### config.mk
export PLATFORM = sky130hd
export DESIGN_NAME = i2c_xfer_fifos
export DESIGN_NICKNAME = d
export VERILOG_FILES = /design/src/rtl/i2c_fifo_pkg.sv /design/src/rtl/i2c_fifo_store.sv /design/src/rtl/i2c_fifo_ctrl.sv /design/src/rtl/i2c_xfer_fifos.sv
export SDC_FILE = /design/constraint.sdc
export NUM_CORES = 1
export LEC_CHECK = 0
export BUFFER_PORTS_ARGS = -buffer_cell sky130_fd_sc_hd__buf_2
export CAP_MARGIN = 20
export CORE_UTILIZATION = 55
export DETAILED_ROUTE_END_ITERATION = 10
export PLACE_DENSITY_LB_ADDON = 0.2
export SYNTH_ARGS = -nofsm -noshare
export SYNTH_HDL_FRONTEND = slang
export SYNTH_SLANG_ARGS = --single-unit
### constraint.sdc
create_clock -name clk -period 6.8 [get_ports clk]
set_input_delay 0.68 -clock clk [delete_from_list [all_inputs] [get_ports clk]]
set_output_delay 0.68 -clock clk [all_outputs]
set_load 0.01 [all_outputs]
### src/rtl/i2c_fifo_pkg.sv
package i2c_fifo_pkg;
  localparam int CMD_W        = 11;
  localparam int BYTE_W       = 8;
  localparam int CMD_RD_BIT   = 8;
  localparam int CMD_STOP_BIT = 9;
  localparam int CMD_RS_BIT   = 10;

  typedef struct packed {
    logic txPush;
    logic txPop;
    logic rxPush;
    logic rxPop;
    logic clear;
  } fifoStrobes_t;
endpackage

### src/rtl/i2c_fifo_store.sv
module i2c_fifo_store #(
  parameter int WIDTH = 8,
  parameter int DEPTH = 8,
  localparam int PTR_W = (DEPTH > 1) ? $clog2(DEPTH) : 1,
  localparam int CNT_W = $clog2(DEPTH + 1)
) (
  input  logic             clk,
  input  logic             rstN,
  input  logic             clear,
  input  logic             push,
  input  logic             pop,
  input  logic [WIDTH-1:0] wData,
  output logic [WIDTH-1:0] headData,
  output logic [CNT_W-1:0] count,
  output logic             full,
  output logic             empty
);
  logic [WIDTH-1:0] mem [DEPTH];
  logic [PTR_W-1:0] wrPtr, rdPtr;

  function automatic logic [PTR_W-1:0] nextPtr(input logic [PTR_W-1:0] p);
    return (p == PTR_W'(DEPTH - 1)) ? '0 : p + 1'b1;
  endfunction

  always_ff @(posedge clk) begin
    if (push) mem[wrPtr] <= wData;
  end

  always_ff @(posedge clk or negedge rstN) begin
    if (!rstN) begin
      wrPtr <= '0;
      rdPtr <= '0;
      count <= '0;
    end else if (clear) begin
      wrPtr <= '0;
      rdPtr <= '0;
      count <= '0;
    end else begin
      if (push) wrPtr <= nextPtr(wrPtr);
      if (pop)  rdPtr <= nextPtr(rdPtr);
      case ({push, pop})
        2'b10:   count <= count + 1'b1;
        2'b01:   count <= count - 1'b1;
        default: count <= count;
      endcase
    end
  end

  assign headData = mem[rdPtr];
  assign full     = (count == CNT_W'(DEPTH));
  assign empty    = (count == '0);
endmodule

### src/rtl/i2c_fifo_ctrl.sv
module i2c_fifo_ctrl
  import i2c_fifo_pkg::*;
#(
  parameter int LVL_W = 4
) (
  input  logic             clk,
  input  logic             rstN,
  input  logic             cmdWrEn,
  input  logic             rxRdEn,
  input  logic             cmdReady,
  input  logic             rxPush,
  input  logic             flush,
  input  logic             txFull,
  input  logic             txEmpty,
  input  logic             rxFull,
  input  logic             rxEmpty,
  input  logic [LVL_W-1:0] txLevel,
  input  logic [LVL_W-1:0] rxLevel,
  input  logic [LVL_W-1:0] txThresh,
  input  logic [LVL_W-1:0] rxThresh,
  output fifoStrobes_t     strobes,
  output logic             cmdValid,
  output logic             txEmptyFlag,
  output logic             rxFullFlag,
  output logic             txOverFlag,
  output logic             rxOverFlag,
  output logic             rxUnderFlag
);
  assign cmdValid = !txEmpty;

  always_comb begin
    strobes.clear  = flush;
    strobes.txPush = cmdWrEn && !txFull && !flush;
    strobes.txPop  = cmdValid && cmdReady && !flush;
    strobes.rxPush = rxPush && !rxFull && !flush;
    strobes.rxPop  = rxRdEn && !rxEmpty && !flush;
  end

  assign txEmptyFlag = (txLevel <= txThresh);
  assign rxFullFlag  = (rxLevel > rxThresh);

  always_ff @(posedge clk or negedge rstN) begin
    if (!rstN) begin
      txOverFlag  <= 1'b0;
      rxOverFlag  <= 1'b0;
      rxUnderFlag <= 1'b0;
    end else begin
      txOverFlag  <= cmdWrEn && txFull && !flush;
      rxOverFlag  <= rxPush && rxFull && !flush;
      rxUnderFlag <= rxRdEn && rxEmpty && !flush;
    end
  end
endmodule

### src/rtl/i2c_xfer_fifos.sv
module i2c_xfer_fifos
  import i2c_fifo_pkg::*;
#(
  parameter int TX_DEPTH = 8,
  parameter int RX_DEPTH = 8,
  localparam int LVL_W = $clog2(((TX_DEPTH > RX_DEPTH) ? TX_DEPTH : RX_DEPTH) + 1)
) (
  input  logic             clk,
  input  logic             rstN,
  input  logic             cmdWrEn,
  input  logic [10:0]      cmdWrData,
  input  logic             rxRdEn,
  output logic [10:0]      rxRdData,
  input  logic [LVL_W-1:0] txThresh,
  input  logic [LVL_W-1:0] rxThresh,
  output logic [LVL_W-1:0] txLevel,
  output logic [LVL_W-1:0] rxLevel,
  input  logic             flush,
  output logic             txEmptyFlag,
  output logic             rxFullFlag,
  output logic             txOverFlag,
  output logic             rxOverFlag,
  output logic             rxUnderFlag,
  output logic             cmdValid,
  input  logic             cmdReady,
  output logic [7:0]       cmdByte,
  output logic             cmdRead,
  output logic             cmdStop,
  output logic             cmdRestart,
  input  logic             rxPush,
  input  logic [7:0]       rxByte
);
  localparam int TX_CNT_W = $clog2(TX_DEPTH + 1);
  localparam int RX_CNT_W = $clog2(RX_DEPTH + 1);

  fifoStrobes_t strobes;
  logic txFull, txEmpty, rxFull, rxEmpty;
  logic [TX_CNT_W-1:0] txCount;
  logic [RX_CNT_W-1:0] rxCount;
  logic [CMD_W-1:0] txIn, txHead;
  logic [BYTE_W-1:0] rxHead;

  // read requests carry no payload: zero the byte before it is stored
  assign txIn = {cmdWrData[CMD_W-1:CMD_RD_BIT],
                 cmdWrData[CMD_RD_BIT] ? BYTE_W'(0) : cmdWrData[BYTE_W-1:0]};

  i2c_fifo_store #(.WIDTH(CMD_W), .DEPTH(TX_DEPTH)) u_txStore (
    .clk(clk), .rstN(rstN), .clear(strobes.clear),
    .push(strobes.txPush), .pop(strobes.txPop), .wData(txIn),
    .headData(txHead), .count(txCount), .full(txFull), .empty(txEmpty)
  );

  i2c_fifo_store #(.WIDTH(BYTE_W), .DEPTH(RX_DEPTH)) u_rxStore (
    .clk(clk), .rstN(rstN), .clear(strobes.clear),
    .push(strobes.rxPush), .pop(strobes.rxPop), .wData(rxByte),
    .headData(rxHead), .count(rxCount), .full(rxFull), .empty(rxEmpty)
  );

  assign txLevel = LVL_W'(txCount);
  assign rxLevel = LVL_W'(rxCount);

  i2c_fifo_ctrl #(.LVL_W(LVL_W)) u_ctrl (
    .clk(clk), .rstN(rstN), .cmdWrEn(cmdWrEn), .rxRdEn(rxRdEn),
    .cmdReady(cmdReady), .rxPush(rxPush), .flush(flush),
    .txFull(txFull), .txEmpty(txEmpty), .rxFull(rxFull), .rxEmpty(rxEmpty),
    .txLevel(txLevel), .rxLevel(rxLevel), .txThresh(txThresh), .rxThresh(rxThresh),
    .strobes(strobes), .cmdValid(cmdValid), .txEmptyFlag(txEmptyFlag),
    .rxFullFlag(rxFullFlag), .txOverFlag(txOverFlag), .rxOverFlag(rxOverFlag),
    .rxUnderFlag(rxUnderFlag)
  );

  assign cmdByte    = txHead[BYTE_W-1:0];
  assign cmdRead    = txHead[CMD_RD_BIT];
  assign cmdStop    = txHead[CMD_STOP_BIT];
  assign cmdRestart = txHead[CMD_RS_BIT];
  assign rxRdData   = rxEmpty ? '0 : {{(CMD_W - BYTE_W){1'b0}}, rxHead};
endmodule

[After elaboration in Yosys (flattened, before gate mapping)]
Memory sizes are Yosys's and may differ from the RTL's.
Index checks and enable logic that the tools add are counted.
Storage, ports and cells
  register bits: 23
  RAM bits: 152
  output and inout port bits: 36
  memories: 2
Memory list
  u_txStore.mem: words 8, width 11, rd ports 1, clocked after memory_dff 0, write ports 1, line i2c_fifo_store.sv:18  | logic [WIDTH-1:0] mem [DEPTH];
  u_rxStore.mem: words 8, width 8, rd ports 1, clocked after memory_dff 0, write ports 1, line i2c_fifo_store.sv:18
Operators by class
  add/subtract/negate cells: 8
  magnitude comparators: 2
  equal/unequal tests: 10
  mux-type cells: 22
  reductions and logical operators: 27
Operators with widths (number)
  $mux W3: 12
  $mux W8: 2
  $pmux W4 S2: 2
  $logic_and A1 B1 Y1: 14
  $add A3 B1 Y3 const B: 4
  $eq A3 B3 Y1 const B: 4
  $add A4 B1 Y4 const B: 2
  $eq A4 B4 Y1 const B: 2
  $logic_not A4 Y1: 2
  $mux W4: 2
  $reduce_bool A2 Y1: 4
  $sub A4 B1 Y4 const B: 2
  $reduce_bool A3 Y1: 2
  $logic_not A1 Y1: 5
  $eq A2 B1 Y1 const B: 2
  $eq A2 B2 Y1 const B: 2
  $gt A4 B4 Y1: 1
  $le A4 B4 Y1: 1
  $mux W1: 4

[Depth between registers and ports, before layout]
Gate-level depths: netlist (run 1).
  depth after elaboration: 7
  depth in mapped cells: 10
  mapped depth without buffers: 8

[Modules after synthesis]
A second synthesis (run 1) with hierarchy kept.
Unflattened totals
  cell total of the unflattened synthesis: 431
  area total of the unflattened synthesis: 7657.3 sq um
Modules (own cells, without submodules)
  i2c_fifo_store at u_txStore: times used 1, cells each 203, area each 4045.1 sq um
  i2c_fifo_store at u_rxStore: times used 1, cells each 170, area each 3145.5 sq um
  i2c_fifo_ctrl: times used 1, cells each 38, area each 340.3 sq um
  i2c_xfer_fifos: times used 1, cells each 20, area each 126.4 sq um

[Least setup slack after synthesis (run 1)]
OpenSTA, ideal clock, no wires.
  kind: input -> register
  start: input port flush
  end: register u_txStore.count[3]
  setup time: 0.138 ns
  data arrival time: 2.828 ns
  required time: 6.662 ns
  slack: 3.834 ns
  stages: 9
  path buffers: 3
  path through: clkbuf_1 clkbuf_1 buf_1 nor2_1 ha_1 a21o_1 a21oi_1 nor4bb_1 or4_1
Between the ends
  cells in the longest elaborated chain, start to end: 5
  elaborated cells on any way between the ends: 8
  those cells by class: eq/ne (2); mux (2); reduce/logical (4)
Ends and longest elaborated chain
  start: declaration: line i2c_xfer_fifos.sv:18  | input logic flush,
  $logic_not A1 Y1: line i2c_fifo_ctrl.sv:33, i2c_fifo_ctrl.sv:34
  $logic_and A1 B1 Y1, on equally long branches: line i2c_fifo_ctrl.sv:34, i2c_fifo_ctrl.sv:33
  $eq A2 B1 Y1 or $eq A2 B2 Y1 (tied branches): line i2c_fifo_store.sv:41  | case ({push, pop})
  $pmux W4 S2: line i2c_fifo_store.sv:41
  $mux W4: line i2c_fifo_store.sv:34  | end else if (clear) begin
  end signal: assignment: line i2c_fifo_store.sv:42  | 2'b10: count <= count + 1'b1;
  end signal: assignment: line i2c_fifo_store.sv:43  | 2'b01: count <= count - 1'b1;
  end signal: assignment: line i2c_fifo_store.sv:44  | default: count <= count;
  end: declaration: line i2c_fifo_store.sv:14  | output logic [CNT_W-1:0] count,
Several ways; a longest one is shown, not always the timed one.
A chain may end at the register's enable or synchronous reset.

[Worst setup path in the final report (run 1)]
  start: register u_txStore.count[0]
  end: register u_txStore.count[3]
Between the ends
  cells in the longest elaborated chain, start to end: 7
  elaborated cells on any way between the ends: 15
  those cells by class: add/sub (2); eq/ne (3); mux (2); reduce/logical (8)
Ends and longest elaborated chain (line)
  $eq A4 B4 Y1 or $logic_not A4 Y1 (tied branches): i2c_fifo_store.sv:50, i2c_fifo_store.sv:51
  $logic_not A1 Y1, on equally long branches: i2c_fifo_ctrl.sv:33, i2c_fifo_ctrl.sv:29
  $logic_and A1 B1 Y1, on equally long branches (2 in a row): i2c_fifo_ctrl.sv:33, i2c_fifo_ctrl.sv:34
  $eq A2 B1 Y1 or $eq A2 B2 Y1 (tied branches): i2c_fifo_store.sv:41
  $pmux W4 S2: i2c_fifo_store.sv:41
  $mux W4: i2c_fifo_store.sv:34
Several ways; a longest one is shown, not always the timed one.

==> results.py, run 1 <==
metrics = {
    "status": {
        "status": "completed",
    },
    "yosys": {
        "syn_inst": 434,
        "yosysSeqAreaShare": 0.686,
        "netlist_area_sq_um": 7490,
        "ys_types": 48,
        "yosysWarnings": 0,
        "avgSynthCellArea_sq_um": 17.3,
        "ys_seq_elements": 175,
    },
    "setup_path": {
        "critPathRequiredTime_ps": 7100,
        "path_max_fanout": 8,
        "cp-end-kind": "flop",
        "cp-start-kind": "flop",
        "crit_type": "flop to flop",
        "arrival_ps": 3450,
    },
    "placed_design": {
        "place_congestion": 0.756,
        "dpl.hpwl_microns": 8340,
        "portBuffers": 66,
        "place_area_sq_um": 8080,
    },
    "pwr": {
        "p_seq_frac": 0.426,
        "clkPwrFrac": 0.329,
        "leakage_nw": 3.18,
        "p_sw_frac": 0.279,
        "vdd_drop_max_mv": 0.220,
        "p_int_mw": 2.25,
        "p_switching_mw": 0.870,
        "combPwrFrac": 0.245,
        "power.density_nw_per_um2": 358,
    },
    "clock_tree": {
        "ctsResizeCount": 0,
        "cts_hold_buf": 0,
        "clockRootBuffer": "clkbuf_16",
        "numCtsBuffers": 17,
        "cts_max_level": 4,
        "clock_path_buffers": 2,
        "clock_latency_ps": 430,
        "cts_tree": "built",
        "postCtsSetupRepairBufs": 0,
        "clk_pin_slew_ps": 70,
        "cts_sinks": 175,
    },
    "timing": {
        "hold_viol": 0,
        "tightest_slew_ps": 1100,
        "rsz0062_at_grt": "no",
        "maxSlewHeadroom": 0.267,
        "fmax_mhz": 317,
        "fin_crit_sh": 0.464,
        "fin_setup_tns_ps": 0,
        "drv_slew": 0,
        "fin_crit_ps": 3160,
        "setup_violations": 0,
        "finClkSkew_ps": 9.91,
    },
    "global_route": {
        "grt_util_all_layers": 0.208,
        "antenna_found_initial": 0,
        "grt_max_degree": 34,
        "grt_pass1_vias": 4148,
        "gr-total-overflow": 0,
        "grt_pass1_wl_microns": 21700,
    },
    "floorplanning": {
        "start_util": 0.566,
        "pin_count": 70,
        "coreArea_sq_um": 13200,
        "row_count": 42,
        "die-area_sq_um": 14100,
        "die_y_microns": 119,
        "die-width_microns": 119,
    },
    "layout": {
        "drive_above_1_share": 0.312,
        "syn_to_final_growth_pct": 16.3,
        "n_fill_cell": 923,
        "multi_input_area_sq_um": 2220,
        "nNetsFinal": 566,
        "register_area_sq_um": 5140,
        "final_area_sq_um": 8710,
        "antennaDiodeCount": 0,
    },
    "routing": {
        "drt_pass1_iterations": 5,
        "vias_per_cell": 5.72,
        "drtIter0Drc": 307,
        "drtAntennaViolNets": 0,
        "routed_wl_microns": 13200,
        "avgRoutedWirePerCell_microns": 18.8,
        "vias": 4010,
        "drc": 0,
    },
    "worst_hold_path": {
        "hp-class": "input port to asynchronous set/reset pin",
    },
    "job": {
        "drv_cap": 0,
    },
}
## Yosys cell counts (all sizes together)
library cell	n	area, sq um
nor2b	11	68.8
clkbuf	12	45.0
xnor2	2	17.5
or3	4	25.0
nor4	2	12.5
buf	10	53.8
and4b	1	10.0
nor4bb	2	20.0
nand4	5	31.3
mux2	12	135
nand3	8	40.0
nand4b	3	26.3
o41ai	1	27.5
a31o	1	8.76
nor3	7	35.0
nor3b	2	15.0
a21bo	1	10.0
o211ai	2	15.0
a21o	2	22.5
nand2b	7	43.8
nand3b	1	7.51
nor4b	1	8.76
and2	1	6.26
a211oi	1	7.51
or4	3	22.5
o211a	1	10.0
o21a	5	37.5
nand2	12	45.0
nor2	33	124
inv	11	41.3
o21ai	4	20.0
edfxtp	152	4560
ha	19	238
mux2i	10	100
a21oi	15	75.1
fa	1	20.0
mux4	38	856
xor2	4	35.0
dfrtp	23	576
or4b	2	20.0
conb	1	3.75
a211o	1	8.76
## logic make-up after synthesis
kind of cell / share of synthesized area
AOI/OAI and AO/OA: 0.0324
adders and majority gates: 0.0344
other: 0.000501
muxes: 0.146
buffers and inverters: 0.0187
DFF: 0.686
xor gates and xnor gates: 0.00702
and+or+nand+nor: 0.0750
## flip-flops by register name (all words and copies together) (netlist names)
name	cells
u_txStore.rdPtr	3
u_txStore.count	4
u_rxStore.count	4
u_rxStore.rdPtr	3
u_txStore.mem	88
u_rxStore.wrPtr	3
u_rxStore.mem	64
u_ctrl.txOverFlag	1
u_txStore.wrPtr	3
u_ctrl.rxUnderFlag	1
u_ctrl.rxOverFlag	1
## placed cells by master (no fill, tap or decap), types with 2 or more instances in the layout
cell,netlist,routed
edfxtp_1,152,152
nand2_1,12,12
ha_1,19,19
mux2_2,11,11
mux2i_1,10,10
buf_6,0,2
o21a_1,5,5
clkbuf_16,0,17
o21ai_0,3,3
inv_6,0,6
buf_2,4,66
bufinv_16,0,4
inv_1,10,10
nand4b_1,3,3
or4b_1,2,2
nor2b_1,11,11
buf_4,3,10
or4_1,3,3
mux4_2,38,38
conb_1,1,3
xor2_1,4,4
nor3_1,7,7
nand3_1,8,8
nand4_1,5,5
dfrtp_1,23,23
clkinv_2,0,3
a21oi_1,15,15
nor4bb_1,2,2
o211ai_1,2,2
xnor2_1,2,2
or3_1,4,4
nor3b_1,2,2
nand2b_1,7,7
nor2_1,33,33
## routing by layer
metal	share of wire	global-route usage	vias up
met3	0.041	0.0598	20
met2	0.52	0.346	96
met4	0.012	0.0649	0
met5	0	0	-
li1	-	-	1867
met1	0.43	0.266	2027
## power by group through the flow
| stage | Clock [mW] | Combinational (mW) | Sequential (mW) |
|---|---|---|---|
| floorplan | 0 | 0.559 | 1.31 |
| global placement | 0 | 0.725 | 1.37 |
| detailed placement | 0 | 0.774 | 1.35 |
| CTS | 1.04 | 0.779 | 1.33 |
| global route | 1.08 | 0.847 | 1.34 |
| finish | 1.03 | 0.765 | 1.33 |
## critical path, stage by stage (launching register included)
cell and delay (ps):
dfrtp_1 490, or4b_1 700, a21o_4 300, nor2_1 210, ha_1 280, a21o_1 160, a21oi_1 260, nor4bb_1 90
or4_1 530
## final timing paths
kind                            slack [ps]               start                  end  cells past startpoint
min in group clk                       520           rxByte[1]  u_rxStore.mem[1][1]                      1
worst min-delay path                   230                rstN   u_rxStore.wrPtr[0]                      1
worst max-delay path                  3640  u_txStore.count[0]   u_txStore.count[3]                      8
worst max register to register        3640  u_txStore.count[0]   u_txStore.count[3]                      8
worst min register to register         590  u_txStore.wrPtr[0]   u_txStore.wrPtr[0]                      2
max in group asynchronous             6210                rstN   u_txStore.wrPtr[2]                      1
## final cells by class
class | count | area share
clock inverters | 15 | 0.0233
clock buffers | 17 | 0.0489
well taps | 176 | 0.0253
multi-input cells | 228 | 0.255
inverters | 11 | 0.00474
repair buffers | 79 | 0.0523
flip-flops and latches | 175 | 0.590
## through the flow
step	std cells	setup WS (ps)	hold WS, ps	power (mW)	util
after floorplan	436	3830	384	1.87	-
after global routing	701	3480	256	3.27	0.658
after CTS	701	3630	233	3.15	0.658
after global placement	666	3790	566	2.09	0.606
after detailed placement	669	3640	581	2.13	0.610
final	701	3640	226	3.12	0.658
Power figures use the tool's default switching activity.
==> run 2: changes to the inputs <==
--- a/config.mk
+++ b/config.mk
@@ -7,7 +7,7 @@
 export LEC_CHECK = 0
 export BUFFER_PORTS_ARGS = -buffer_cell sky130_fd_sc_hd__buf_2
 export CAP_MARGIN = 20
-export CORE_UTILIZATION = 55
+export CORE_UTILIZATION = 53
 export DETAILED_ROUTE_END_ITERATION = 10
 export PLACE_DENSITY_LB_ADDON = 0.2
 export SYNTH_ARGS = -nofsm -noshare
==> constraint.sdc (replaced) <==
create_clock -name clk -period 2.7 [get_ports clk]
set_input_delay 0.27 -clock clk [delete_from_list [all_inputs] [get_ports clk]]
set_output_delay 0.27 -clock clk [all_outputs]
set_load 0.01 [all_outputs]
==> run 2 against run 1 <==
Against the previous run: the run now ends with design-rule violations left; die area increased by 3.7%; largest power group unchanged; utilization decreased by 1.6 points; critical path type unchanged; hold slack got worse by 110 ps; count of clock-buffer cells in the layout increased by 4; largest cell class unchanged.
==> results.py, run 2 (same netlist as run 1, synthesis figures left out) <==
metrics = {
    "status": {
        "status": "finished with violations",
        "violations": "design-rule violations",
    },
    "clock_tree": {
        "clock_latency_ps": 430,
        "cts_tree": "built",
        "cts_sinks": 175,
        "clk_pin_slew_ps": 60,
        "clock_path_buffers": 2,
        "cts_max_level": 4,
        "clockRootBuffer": "clkbuf_16",
        "numCtsBuffers": 17,
    },
    "setup_path": {
        "crit_end": "u_txStore.count[3]",
        "crit_type": "flop to flop",
        "rr_endpoint": "u_txStore.count[3]",
        "critPathRequiredTime_ps": 2990,
        "r2r_start": "u_txStore.count[1]",
        "rr_worst_depth": 8,
        "r2r_slack_ps": 100,
        "arrival_ps": 2890,
        "path_max_fanout": 4,
        "cp-end-kind": "flop",
        "cp-start-kind": "flop",
        "worstSetupStartpoint": "u_txStore.count[1]",
    },
    "layout": {
        "finalNonFillerCells": 725,
        "nNetsFinal": 586,
        "top_regs": "u_txStore.mem (88), u_rxStore.mem (64)",
        "largest_register_ff_count": 88,
        "syn_to_final_growth_pct": 18.4,
        "antennaDiodeCount": 0,
        "top_register": "u_txStore.mem",
        "layout_common_cells": "edfxtp_1 (152), buf_2 (66), mux4_2 (38)",
        "drive_above_1_share": 0.338,
        "final_common_cell": "edfxtp_1",
    },
    "floorplanning": {
        "start_util": 0.542,
        "pin_count": 70,
        "die-width_microns": 121,
        "row_count": 43,
        "die-area_sq_um": 14600,
        "coreArea_sq_um": 13800,
        "die_y_microns": 121,
    },
    "global_route": {
        "grt_pass1_vias": 4286,
        "antenna_found_initial": 0,
        "grt_pass1_wl_microns": 22500,
        "gr-total-overflow": 0,
        "grt_max_degree": 24,
        "grt_util_all_layers": 0.214,
    },
    "routing": {
        "drt_pass1_iterations": 7,
        "vias_per_cell": 5.65,
        "drc": 2,
        "wl_met3_microns": 452,
        "route.met2.wl_microns": 7650,
        "drtIter0Drc": 258,
        "top_layer_used": "met4",
        "routed_wl_microns": 14200,
        "vias": 4099,
        "avgRoutedWirePerCell_microns": 19.6,
        "drtAntennaViolNets": 0,
        "wirelength_met1_microns": 5970,
    },
    "timing": {
        "hold_ws_ps": 114,
        "drv_slew": 0,
        "tightest_slew_ps": 725,
        "maxSlewHeadroom": 0.517,
        "fin_crit_sh": 0.962,
        "fin_crit_ps": 2600,
        "hold_viol": 0,
        "finClkSkew_ps": 8.95,
        "setup_violations": 0,
        "rsz0062_at_grt": "no",
        "fmax_mhz": 385,
    },
    "pwr": {
        "leakage_nw": 3.25,
        "vdd_drop_max_mv": 0.503,
        "power.density_nw_per_um2": 893,
    },
    "worst_hold_path": {
        "hp-class": "input port to flop",
        "min_from": "rxByte[5]",
    },
    "placed_design": {
        "place_inst": 690,
        "dpl.hpwl_microns": 8980,
        "place_congestion": 0.798,
        "portBuffers": 66,
    },
    "job": {
        "drv_cap": 0,
    },
}
## run 2: worst min-delay path by stage
| stage | endpoint | slack [ps] | cells after the start |
|---|---|---|---|
| floorplan | u_ctrl.rxOverFlag | -30 | 0 |
| global placement | u_rxStore.count[3] | 270 | 1 |
| detailed placement | u_rxStore.count[3] | 280 | 1 |
| CTS | u_rxStore.mem[3][0] | 100 | 1 |
| global route | u_rxStore.mem[4][5] | 110 | 1 |
| finish | u_rxStore.mem[3][5] | 110 | 1 |
## run 2: area by class of cell
class,count,area [sq um]
Sequential cell,175,5140
Tap cell,180,225
Inverter,11,41.3
Clock inverter,11,163
Clock buffer,21,440
Multi-Input combinational cell,228,2250
Timing Repair Buffer,99,606
Fill cell,978,4960
## run 2: what timing repair did
item                                    4_1_cts  5_1_grt
endpoints found under the setup margin        0        1
resized for setup                             0        2
setup buffers                                 0        2
hold endpoints to repair                     23        0
hold buffers                                  1        0
## run 2: layer usage
layer,vias up,GRT usage
met5,-,0
met4,0,0.0625
met3,15,0.0611
met2,86,0.372
met1,2093,0.261
li1,1905,-
## run 2: report_power, final
part	switching (mW)	internal [mW]	leakage [nW]
Clock	0.961	1.54	0.291
Combinational	1.11	1.08	1.27
Sequential	0.114	3.11	1.69
Total	2.19	5.73	3.25
## run 2: worst max-delay path, stage by stage (launching register included)
cell and delay [ps]:
dfrtp_2 390, or4b_4 540, a21o_4 240, nor2_4 140
ha_4 210, a21o_1 190, a21oi_2 190, nor4_1 60
or4_1 500
## run 2: metrics by stage
step	TNS (ps)	cell area (sq um)	power, mW	worst slack (ps)	util
final	0	8870	7.92	102	0.641
after global routing	0	8870	8.31	12.0	0.641
after CTS	0	8840	7.97	45.8	0.639
after detailed placement	0	8220	5.46	56.0	0.595
after global placement	0	8220	5.40	116	0.595
after floorplan	-11.9	7510	4.72	-11.9	-
==> run 3: changes to the inputs <==
--- a/config.mk
+++ b/config.mk
@@ -7,7 +7,7 @@
 export LEC_CHECK = 0
 export BUFFER_PORTS_ARGS = -buffer_cell sky130_fd_sc_hd__buf_2
 export CAP_MARGIN = 20
-export CORE_UTILIZATION = 53
+export CORE_UTILIZATION = 55
 export DETAILED_ROUTE_END_ITERATION = 10
 export PLACE_DENSITY_LB_ADDON = 0.2
 export SYNTH_ARGS = -nofsm -noshare
==> constraint.sdc (replaced) <==
create_clock -name clk -period 2.78 [get_ports clk]
set_input_delay 0.278 -clock clk [delete_from_list [all_inputs] [get_ports clk]]
set_output_delay 0.278 -clock clk [all_outputs]
set_load 0.01 [all_outputs]
==> run 3 against run 2 <==
Against the previous run: critical path type unchanged; register-to-register slack got worse by 30 ps; flip-flop and latch count unchanged; the run now ends clean; total power is 5.9% lower; die area down 3.6%; setup slack lost 32 ps; final cell count down 0.69%; critical path depth is the same; clock skew is essentially flat; sequential power down 3%.
==> results.py, run 3 (same netlist as run 1, synthesis figures left out) <==
metrics = {
    "routing": {
        "vias_per_cell": 5.74,
        "drc": 0,
        "routed_wl_microns": 13800,
        "drtIter0Drc": 298,
        "drt_pass1_iterations": 4,
        "vias": 4131,
        "drtAntennaViolNets": 0,
        "avgRoutedWirePerCell_microns": 19.2,
    },
    "worst_hold_path": {
        "holdPathStages": 1,
        "hp-class": "input port to flop",
        "holdPathEnd": "u_rxStore.mem[5][4]",
        "min_from": "rxByte[4]",
    },
    "clock_tree": {
        "numCtsBuffers": 17,
        "clockRootBuffer": "clkbuf_16",
        "cts_sinks": 175,
        "cts_tree": "built",
        "clock_path_buffers": 2,
        "clk_pin_slew_ps": 60,
        "cts_max_level": 4,
        "clock_latency_ps": 420,
    },
    "timing": {
        "hold_ws_ps": 126,
        "hold_viol": 0,
        "fin_setup_tns_ps": 0,
        "fmax_mhz": 369,
        "fin_ws_ps": 69.9,
        "rsz0062_at_grt": "no",
        "fin_crit_ps": 2710,
        "fin_crit_sh": 0.975,
        "tightest_slew_ps": 679,
        "finClkSkew_ps": 8.66,
        "drv_slew": 0,
        "maxSlewHeadroom": 0.547,
        "setup_violations": 0,
    },
    "floorplanning": {
        "die_y_microns": 119,
        "coreArea_sq_um": 13200,
        "row_count": 42,
        "pin_count": 70,
        "die-area_sq_um": 14100,
        "die-width_microns": 119,
        "start_util": 0.566,
    },
    "pwr": {
        "leakage_nw": 3.23,
        "p_seq_frac": 0.417,
        "p_switching_mw": 2.17,
        "p_sw_frac": 0.292,
        "p_int_mw": 5.28,
        "finalPower_mw": 7.45,
        "power.density_nw_per_um2": 849,
        "vdd_drop_max_mv": 0.552,
        "combPwrFrac": 0.283,
        "clkPwrFrac": 0.300,
    },
    "layout": {
        "top_register": "u_txStore.mem",
        "antennaDiodeCount": 0,
        "n_fill_cell": 939,
        "layout_common_cells": "edfxtp_1 (152), buf_2 (66), mux4_2 (38)",
        "fin_util": 0.663,
        "finalNonFillerCells": 720,
        "final_common_cell": "edfxtp_1",
        "nNetsFinal": 585,
        "syn_to_final_growth_pct": 17.2,
        "drive_above_1_share": 0.344,
        "largest_register_ff_count": 88,
        "final_area_sq_um": 8780,
        "top_regs": "u_txStore.mem (88), u_rxStore.mem (64)",
    },
    "global_route": {
        "grt_util_all_layers": 0.213,
        "grt_max_degree": 26,
        "grt_pass1_vias": 4245,
        "gr-total-overflow": 0,
        "grt_pass1_wl_microns": 21900,
        "antenna_found_initial": 0,
    },
    "status": {
        "status": "completed",
    },
    "setup_path": {
        "crit_type": "flop to flop",
        "r2r_start": "u_txStore.count[0]",
        "cp-end-kind": "flop",
        "path_cells": "or4b_1, a21o_4, nor2_4, ha_1, a21o_1, a21oi_2, nor4bb_1, or4_1",
        "arrival_ps": 3000,
        "rr_endpoint": "u_txStore.count[3]",
        "critPathRequiredTime_ps": 3070,
        "path_max_fanout": 7,
        "cp-start-kind": "flop",
        "crit_slowest_cell": "or4b_1",
        "r2r_slack_ps": 70,
        "critical_path.max_stage_delay_ps": 570,
        "rr_worst_depth": 8,
    },
    "placed_design": {
        "dpl.hpwl_microns": 8750,
        "pre_cts_slack_ps": 50.9,
        "portBuffers": 66,
        "place_congestion": 0.787,
        "place_area_sq_um": 8200,
        "place_inst": 687,
    },
    "job": {
        "drv_cap": 0,
    },
}
[run 3: changes by cell type in the layout (fill, tap and decap cells not counted), moves of 2 or more]
cell / previous run / this run
clkbuf_1: 4 / 0
inv_6: 1 / 3
clkinv_2: 2 / 6
buf_12: 2 / 0
bufinv_16: 4 / 1
clkinv_1: 2 / 0
[run 3: power by group through the flow]
stage               sequential (mW)  combinational (mW)  clock, mW
floorplan                      3.21                1.37          0
global placement               3.15                2.07          0
detailed placement             3.16                2.13          0
CTS                            3.11                2.14       2.28
global route                   3.12                2.31       2.38
finish                         3.11                2.11       2.24
[run 3: final cells by class]
class,count,area [sq um],share of cell area
Sequential cell,175,5140,0.586
Clock buffer,17,425,0.0485
Multi-Input combinational cell,228,2230,0.255
Tap cell,176,220,0.0251
Timing Repair Buffer,98,573,0.0653
Clock inverter,15,139,0.0158
Inverter,11,41.3,0.00470
[run 3: timing repair]
action / in CTS / in global routing
hold endpoints to repair: 23 / 0
endpoints found under the setup margin: 0 / 1
buffers inserted: 0 / 0
hold buffers: 1 / 0
resized for setup: 0 / 1
[run 3: how the worst max path moves through the flow]
stage          slack (ps)            endpoint               start
2_1_floorplan          20  u_txStore.count[3]  u_txStore.count[0]
3_5_place_dp           50  u_txStore.count[3]  u_txStore.count[0]
3_3_place_gp          140  u_txStore.count[3]  u_txStore.count[0]
6_report               70  u_txStore.count[3]  u_txStore.count[0]
5_1_grt                10  u_txStore.count[3]  u_txStore.count[0]
4_1_cts                30  u_txStore.count[3]  u_txStore.count[0]
[run 3: routing by layer]
| metal | wire length, microns | up-vias | track usage |
|---|---|---|---|
| met5 | 0 | - | 0 |
| met4 | 154 | 0 | 0.0759 |
| met3 | 523 | 11 | 0.0497 |
| met2 | 7540 | 87 | 0.370 |
| met1 | 5570 | 2132 | 0.261 |
| li1 | - | 1901 | - |
[run 3: worst max-delay path, delay by kind of cell (launching register included)]
family | cells | cell delay, ps
AO/OA/AOI/OAI | 3 | 630
adder cells (fa/ha/maj) | 1 | 240
AND/OR/NAND/NOR | 4 | 1300
flip-flops | 1 | 400
